`src/rtl/vliw_byte_fetch.sv`:
```
module vliw_byte_fetch #(
  parameter int AW = 8,
  parameter int DW = 8,
  parameter int BYTES = 3,
  parameter int SLOTS = 2,
  parameter logic [AW-1:0] RESET_PC = '0
) (
  input  logic                clk,
  input  logic                rst_n,
  input  logic                br_req,
  input  logic [AW-1:0]       br_target,
  input  logic [DW-1:0]       mem_rdata,
  output logic [AW-1:0]       mem_addr,
  output logic [1:0]          phase,
  output logic [DW*BYTES-1:0] instr_word,
  output logic [AW-1:0]       instr_pc,
  output logic                instr_valid
);
  localparam int WW = DW * BYTES;
  localparam int CW = $clog2(SLOTS + 1);
  localparam logic [1:0] LAST = 2'(BYTES - 1);
  localparam logic [AW-1:0] STEP = AW'(BYTES);
  localparam logic [CW-1:0] ARM = CW'(SLOTS);

  logic [AW-1:0] pc;
  logic [AW-1:0] pend_tgt;
  logic [CW-1:0] pend_cnt;
  logic [WW-1:0] asm_buf;

  assign mem_addr = pc + AW'(phase);

  always_ff @(negedge clk or negedge rst_n) begin
    if (!rst_n) asm_buf <= '0;
    else asm_buf[WW-1-int'(phase)*DW -: DW] <= mem_rdata;
  end

  always_ff @(posedge clk or negedge rst_n) begin
    if (!rst_n) begin
      phase       <= '0;
      pc          <= RESET_PC;
      pend_tgt    <= '0;
      pend_cnt    <= '0;
      instr_valid <= 1'b0;
      instr_word  <= '0;
      instr_pc    <= '0;
    end else begin
      instr_valid <= 1'b0;
      if (phase == LAST) begin
        phase       <= '0;
        instr_valid <= 1'b1;
        instr_word  <= asm_buf;
        instr_pc    <= pc;
        if (pend_cnt == CW'(1)) begin
          pc       <= pend_tgt;
          pend_cnt <= '0;
        end else begin
          pc <= pc + STEP;
          if (pend_cnt != '0) pend_cnt <= pend_cnt - CW'(1);
        end
        if (br_req && pend_cnt == '0) begin
          pend_cnt <= ARM;
          pend_tgt <= br_target;
        end
      end else begin
        phase <= phase + 2'd1;
      end
    end
  end

  a_r2_phase_range: assert property (@(posedge clk) disable iff (!rst_n)
    phase <= LAST);
  a_r2_phase_wrap: assert property (@(posedge clk) disable iff (!rst_n)
    phase == LAST |=> phase == 2'd0);
  a_r3_addr_step: assert property (@(posedge clk) disable iff (!rst_n)
    phase != LAST |=> mem_addr == $past(mem_addr) + AW'(1));
  a_r5_valid_pulse: assert property (@(posedge clk) disable iff (!rst_n)
    instr_valid |=> !instr_valid);
  a_r5_valid_after_last: assert property (@(posedge clk) disable iff (!rst_n)
    instr_valid |-> $past(phase) == LAST);
  a_r7_slot_bound: assert property (@(posedge clk) disable iff (!rst_n)
    pend_cnt <= ARM);
  a_r8_no_arm_mid_stage: assert property (@(posedge clk) disable iff (!rst_n)
    phase != LAST && pend_cnt == '0 |=> pend_cnt == '0);
endmodule

```
`config.mk`:
```
export PLATFORM = sky130hd
export DESIGN_NAME = vliw_byte_fetch
export DESIGN_NICKNAME = d
export VERILOG_FILES = /design/src/rtl/vliw_byte_fetch.sv
export SDC_FILE = /design/constraint.sdc
export NUM_CORES = 1
export LEC_CHECK = 0
export ABC_AREA = 1
export BUFFER_PORTS_ARGS = -buffer_cell sky130_fd_sc_hd__buf_2
export CAP_MARGIN = 20
export CORE_UTILIZATION = 40
export DETAILED_ROUTE_END_ITERATION = 8
export GPL_TIMING_DRIVEN = 0
export SYNTH_ARGS = -nofsm -noshare
export SYNTH_HDL_FRONTEND = slang
export SYNTH_SLANG_ARGS = --single-unit
```
`constraint.sdc`:
```
create_clock -name clk -period 2.4 [get_ports clk]
set_input_delay 0.12 -clock clk [delete_from_list [all_inputs] [get_ports clk]]
set_output_delay 0.12 -clock clk [all_outputs]
set_load 0.05 [all_outputs]
```
After elaboration in Yosys (flattened, before gate mapping)
Index checks and enable logic that the tools add are counted.
Cells by class
  multiplexer cells: 7
  eq/ne operators: 2
  reduce and logical (&&, ||, !) cells: 6
  shift-type cells: 2
  $add $sub $neg: 6
Operators by type and width (count)
  $neg A6 Y33: 1
  $shift A8 B33 Y31 const A: 1
  $shiftx A8 B33 Y31: 1
  $bwmux W24: 1
  $add A8 B2 Y8: 1
  $add A8 B2 Y8 const B: 1
  $mux W2: 4
  $mux W8: 1
  $sub A5 B5 Y6 const A: 1
  $reduce_and A2 Y1: 2
  $reduce_bool A3 Y1: 1
  $add A2 B1 Y2 const B: 1
  $eq A2 B1 Y1 const B: 1
  $eq A2 B2 Y1 const B: 1
  $logic_not A2 Y1: 1
  $reduce_bool A2 Y1: 1
  $sub A2 B1 Y2 const B: 1
  $logic_and A1 B1 Y1: 1
  $mux W1: 1
Storage, ports and cells
  register bits after elaboration: 77
  input bits: 19
  output and inout bits: 43
  logic and storage cells: 31

Logic depth before layout (Yosys ltp)
  word-level depth: 4
  depth in mapped cells: 9
  mapped depth without buffers: 8

==> flow_metrics.tcl <==
set metrics [dict create \
    wl_per_cell_um 13.9 \
    cp_max_fo 8 \
    synth.area.mux_share_pct 2.70 \
    grt_max_degree 46 \
    synthXorXnorAreaFrac_pct 1.57 \
    pre_cts_slack_ns -0.237 \
    vias 2680 \
    ys_ff_latch 77 \
    final-setup-viol-count 24 \
    drt_iter0_markers 171 \
    area_delta_synth_final_pct 29.9 \
    synthFlopType "dfrtp_1" \
    drive_gt1_share_pct 30.6 \
    cp.required_ns 1.37 \
    yosysWarnings 0 \
    path_clk_slew_ns 0.08 \
    reg2reg_depth 5 \
    die_area_um2 8720 \
    fillers 726 \
    switching_share_pct 43.1 \
    routed-wl-met3_um 286 \
    drtAntennaViolNets 0 \
    syn-num-nets 381 \
    slew_headroom_pct 70.9 \
    clock_skew_ns 0.0232 \
    path_class "flop to flop" \
    status "finished, violations left" \
    cp-start-kind "flop" \
    synth_most_common_cell "nand2_1" \
    p_seq_share_pct 38.9 \
    fin_ws_ns -0.0930 \
    synth_edf_count 0 \
    die_h_um 93.4 \
    comb_power_share_pct 39.6 \
    whs_path_depth 2 \
    highest-signal-layer "met4" \
    h-tree-depth 3 \
    power.share.clock_pct 21.5 \
    yosys.area.top_type "dfrtp_1" \
    rsz0062_at_grt "true" \
    clk_latency_ns 0.35 \
    synth_cells 352 \
    critPathCaptureType "flop" \
    avgSynthCellArea_um2 9.48 \
    clock_sinks 77 \
    cp.arrival_ns 1.47 \
    hold_end "pend_tgt[4]" \
    antenna_found_initial 0 \
    p_int_mw 2.55 \
    multi_input_area_um2 1310 \
    cts_tree "yes" \
    yosys.area_share.simple_pct 16.8 \
    min_path_type "input port to flop" \
    r2r-end "asm_buf[23]" \
    grt-ovfl-total 0 \
    finalMaxSlewViolations 0 \
    num_io_pins 62 \
    vias_per_cell 4.87 \
    p_switching_mw 1.93 \
    p_per_area_nw_per_um2 1030 \
    max_slew.worst_pin.slew_ns 0.437 \
    tns_ns -1.27 \
    reg2reg_slack_ns -0.09 \
    die_w_um 93.4 \
    hp-start "br_target[4]" \
    io_buffers 61 \
    hold_violations 0 \
    grt_pass1_vias 2548 \
    clockBufferDepth 2 \
    clockRootBuffer "clkbuf_8" \
    hpwlAfterDp_um 5350 \
    netlist_area_um2 3340 \
    cts_buffers 9 \
    wl_met2_um 3470 \
    core_area_um2 7890 \
    yosys-top-cells-count "105 x nand2_1, 53 x dfrtp_1, 33 x o21ai_0" \
    seq_area_frac_synth_pct 57.7 \
    rr_startpoint "phase[0]" \
    synth_compound_area_share_pct 10.3 \
    drt-total-wl_um 7660 \
    n_antenna_cell 0 \
    synthAdderAreaFrac_pct 3.97 \
    cap_viol_max_count 0 \
    failed_checks "setup timing" \
    p_leak_nw 2.21 \
    ys_types 24 \
    track_usage_pct 19.1 \
    grt_pass1_wl_um 12700 \
    fin_nets 472 \
    seq_area_um2 1930 \
    synth_top_family_by_area "simple AND/OR/NAND/NOR gates" \
    route.detailed.drc 0 \
    initial_core_util_pct 42.3 \
    ir_drop_mv 0.458 \
    ys_top_cells_by_area "dfrtp_1 40%, dfrtn_1 18%, nand2_1 12%" \
    yosysTopAreaCellShare_pct 39.7 \
    synthArstFlopShare_pct 100 \
    core.rowCount 32 \
    m1WireLength_um 3800 \
    first_pass_iters 4 \
    gp_congestion 0.799 \
]
## cells by family (layout without fill, tap and decap cells)
logic type | Yosys count | count (layout)
AOI/OAI and AO/OA | 64 | 64
xor gates and xnor gates | 6 | 6
adders and majority gates | 10 | 10
buffers and inverters | 53 | 149
DFF | 77 | 77
muxes | 8 | 8
and+or+nand+nor | 134 | 134
## worst max path at each step
stage | start | end | slack, ns | cells after the start
after floorplan | phase[0] | asm_buf[0] | -0.19 | 5
after global placement | rst_n | asm_buf[7] | -0.43 | 1
after detailed placement | phase[1] | asm_buf[12] | -0.24 | 5
after CTS | phase[0] | asm_buf[21] | -0.07 | 5
after global routing | phase[0] | asm_buf[16] | -0.14 | 5
final | phase[0] | asm_buf[23] | -0.09 | 5
## routing by layer
metal  vias to the layer above  track usage (%)
li1                       1313                -
met1                      1310             28.7
met2                        49             28.0
met3                         8             3.41
met4                         0             6.28
met5                         -                0
## layout make-up
| class | count | area share [%] |
|---|---|---|
| timing repair buffer | 81 | 11.7 |
| sequential | 77 | 44.6 |
| buffer | 14 | 2.63 |
| clock buffer | 13 | 4.16 |
| inverter | 38 | 3.46 |
| multi-input combinational | 222 | 30.2 |
| clock inverter | 3 | 0.404 |
| tap | 102 | 2.94 |
## power by group through the flow
stage	clock network, mW	registers, mW	logic, mW
2_1_floorplan	0	2.04	1.07
3_3_place_gp	0	1.75	1.74
3_5_place_dp	0	1.76	1.77
4_1_cts	0.982	1.74	1.78
5_1_grt	1.05	1.78	1.93
6_report	0.960	1.74	1.77
## critical path, cell delays in order, from the launching register on
cell and delay [ns]:
dfrtp_2 0.47, clkinv_4 0.10, ha_4 0.32, inv_2 0.05
nand2_4 0.10, o22ai_1 0.08
## what timing repair did
action / 4_1_cts / 5_1_grt
buffers inserted: 9 / 1
endpoints found under the hold margin: 30 / 0
resized for setup: 19 / 14
endpoints found under the setup margin: 24 / 26
gates cloned: 2 / 0
pin swaps: 3 / 1
hold buffers: 7 / 0
## flip-flops by register name, summed over array words and instances (netlist names)
name / count
asm_buf: 24
instr_word: 24
instr_pc: 8
pc: 8
pend_tgt: 8
pend_cnt: 2
phase: 2
instr_valid: 1
## metrics by stage
stage               cells  hold slack, ns  util [%]  area, um2  total power, mW
global placement      515           0.333      48.7       3840             3.49
detailed placement    516           0.105      49.1       3870             3.53
floorplan             352          -0.176         -       3410             3.11
finish                550         0.00501      55.0       4340             4.47
global route          550         0.00124      55.0       4340             4.76
CTS                   549         0.00378      54.0       4260             4.50
## placed cells by master, fill, tap and decap left out, types with 2 or more instances in the layout
| master | synthesis | final |
|---|---|---|
| o22ai_1 | 18 | 10 |
| mux2_1 | 8 | 8 |
| dlygate4sd3_1 | 0 | 7 |
| a21oi_1 | 7 | 7 |
| nand3b_1 | 2 | 2 |
| nand3_1 | 15 | 12 |
| buf_6 | 1 | 6 |
| clkbuf_1 | 1 | 2 |
| buf_2 | 9 | 63 |
| nand3_4 | 1 | 2 |
| dfrtp_1 | 53 | 51 |
| inv_2 | 5 | 6 |
| nor2_1 | 8 | 8 |
| clkbuf_8 | 0 | 11 |
| nand2_1 | 105 | 100 |
| xor2_1 | 6 | 6 |
| o21ai_0 | 33 | 28 |
| clkinv_2 | 0 | 2 |
| o21ai_1 | 6 | 9 |
| nand3_2 | 0 | 2 |
| nor2_4 | 2 | 2 |
| buf_4 | 4 | 15 |
| dfrtn_1 | 24 | 24 |
| nand2_2 | 1 | 4 |
| ha_1 | 9 | 6 |
| nand2_4 | 0 | 2 |
| ha_4 | 0 | 2 |
| o22ai_2 | 0 | 8 |
| o21ai_2 | 0 | 2 |
| inv_1 | 32 | 30 |
Note: power is estimated with default switching activity, not from simulation.
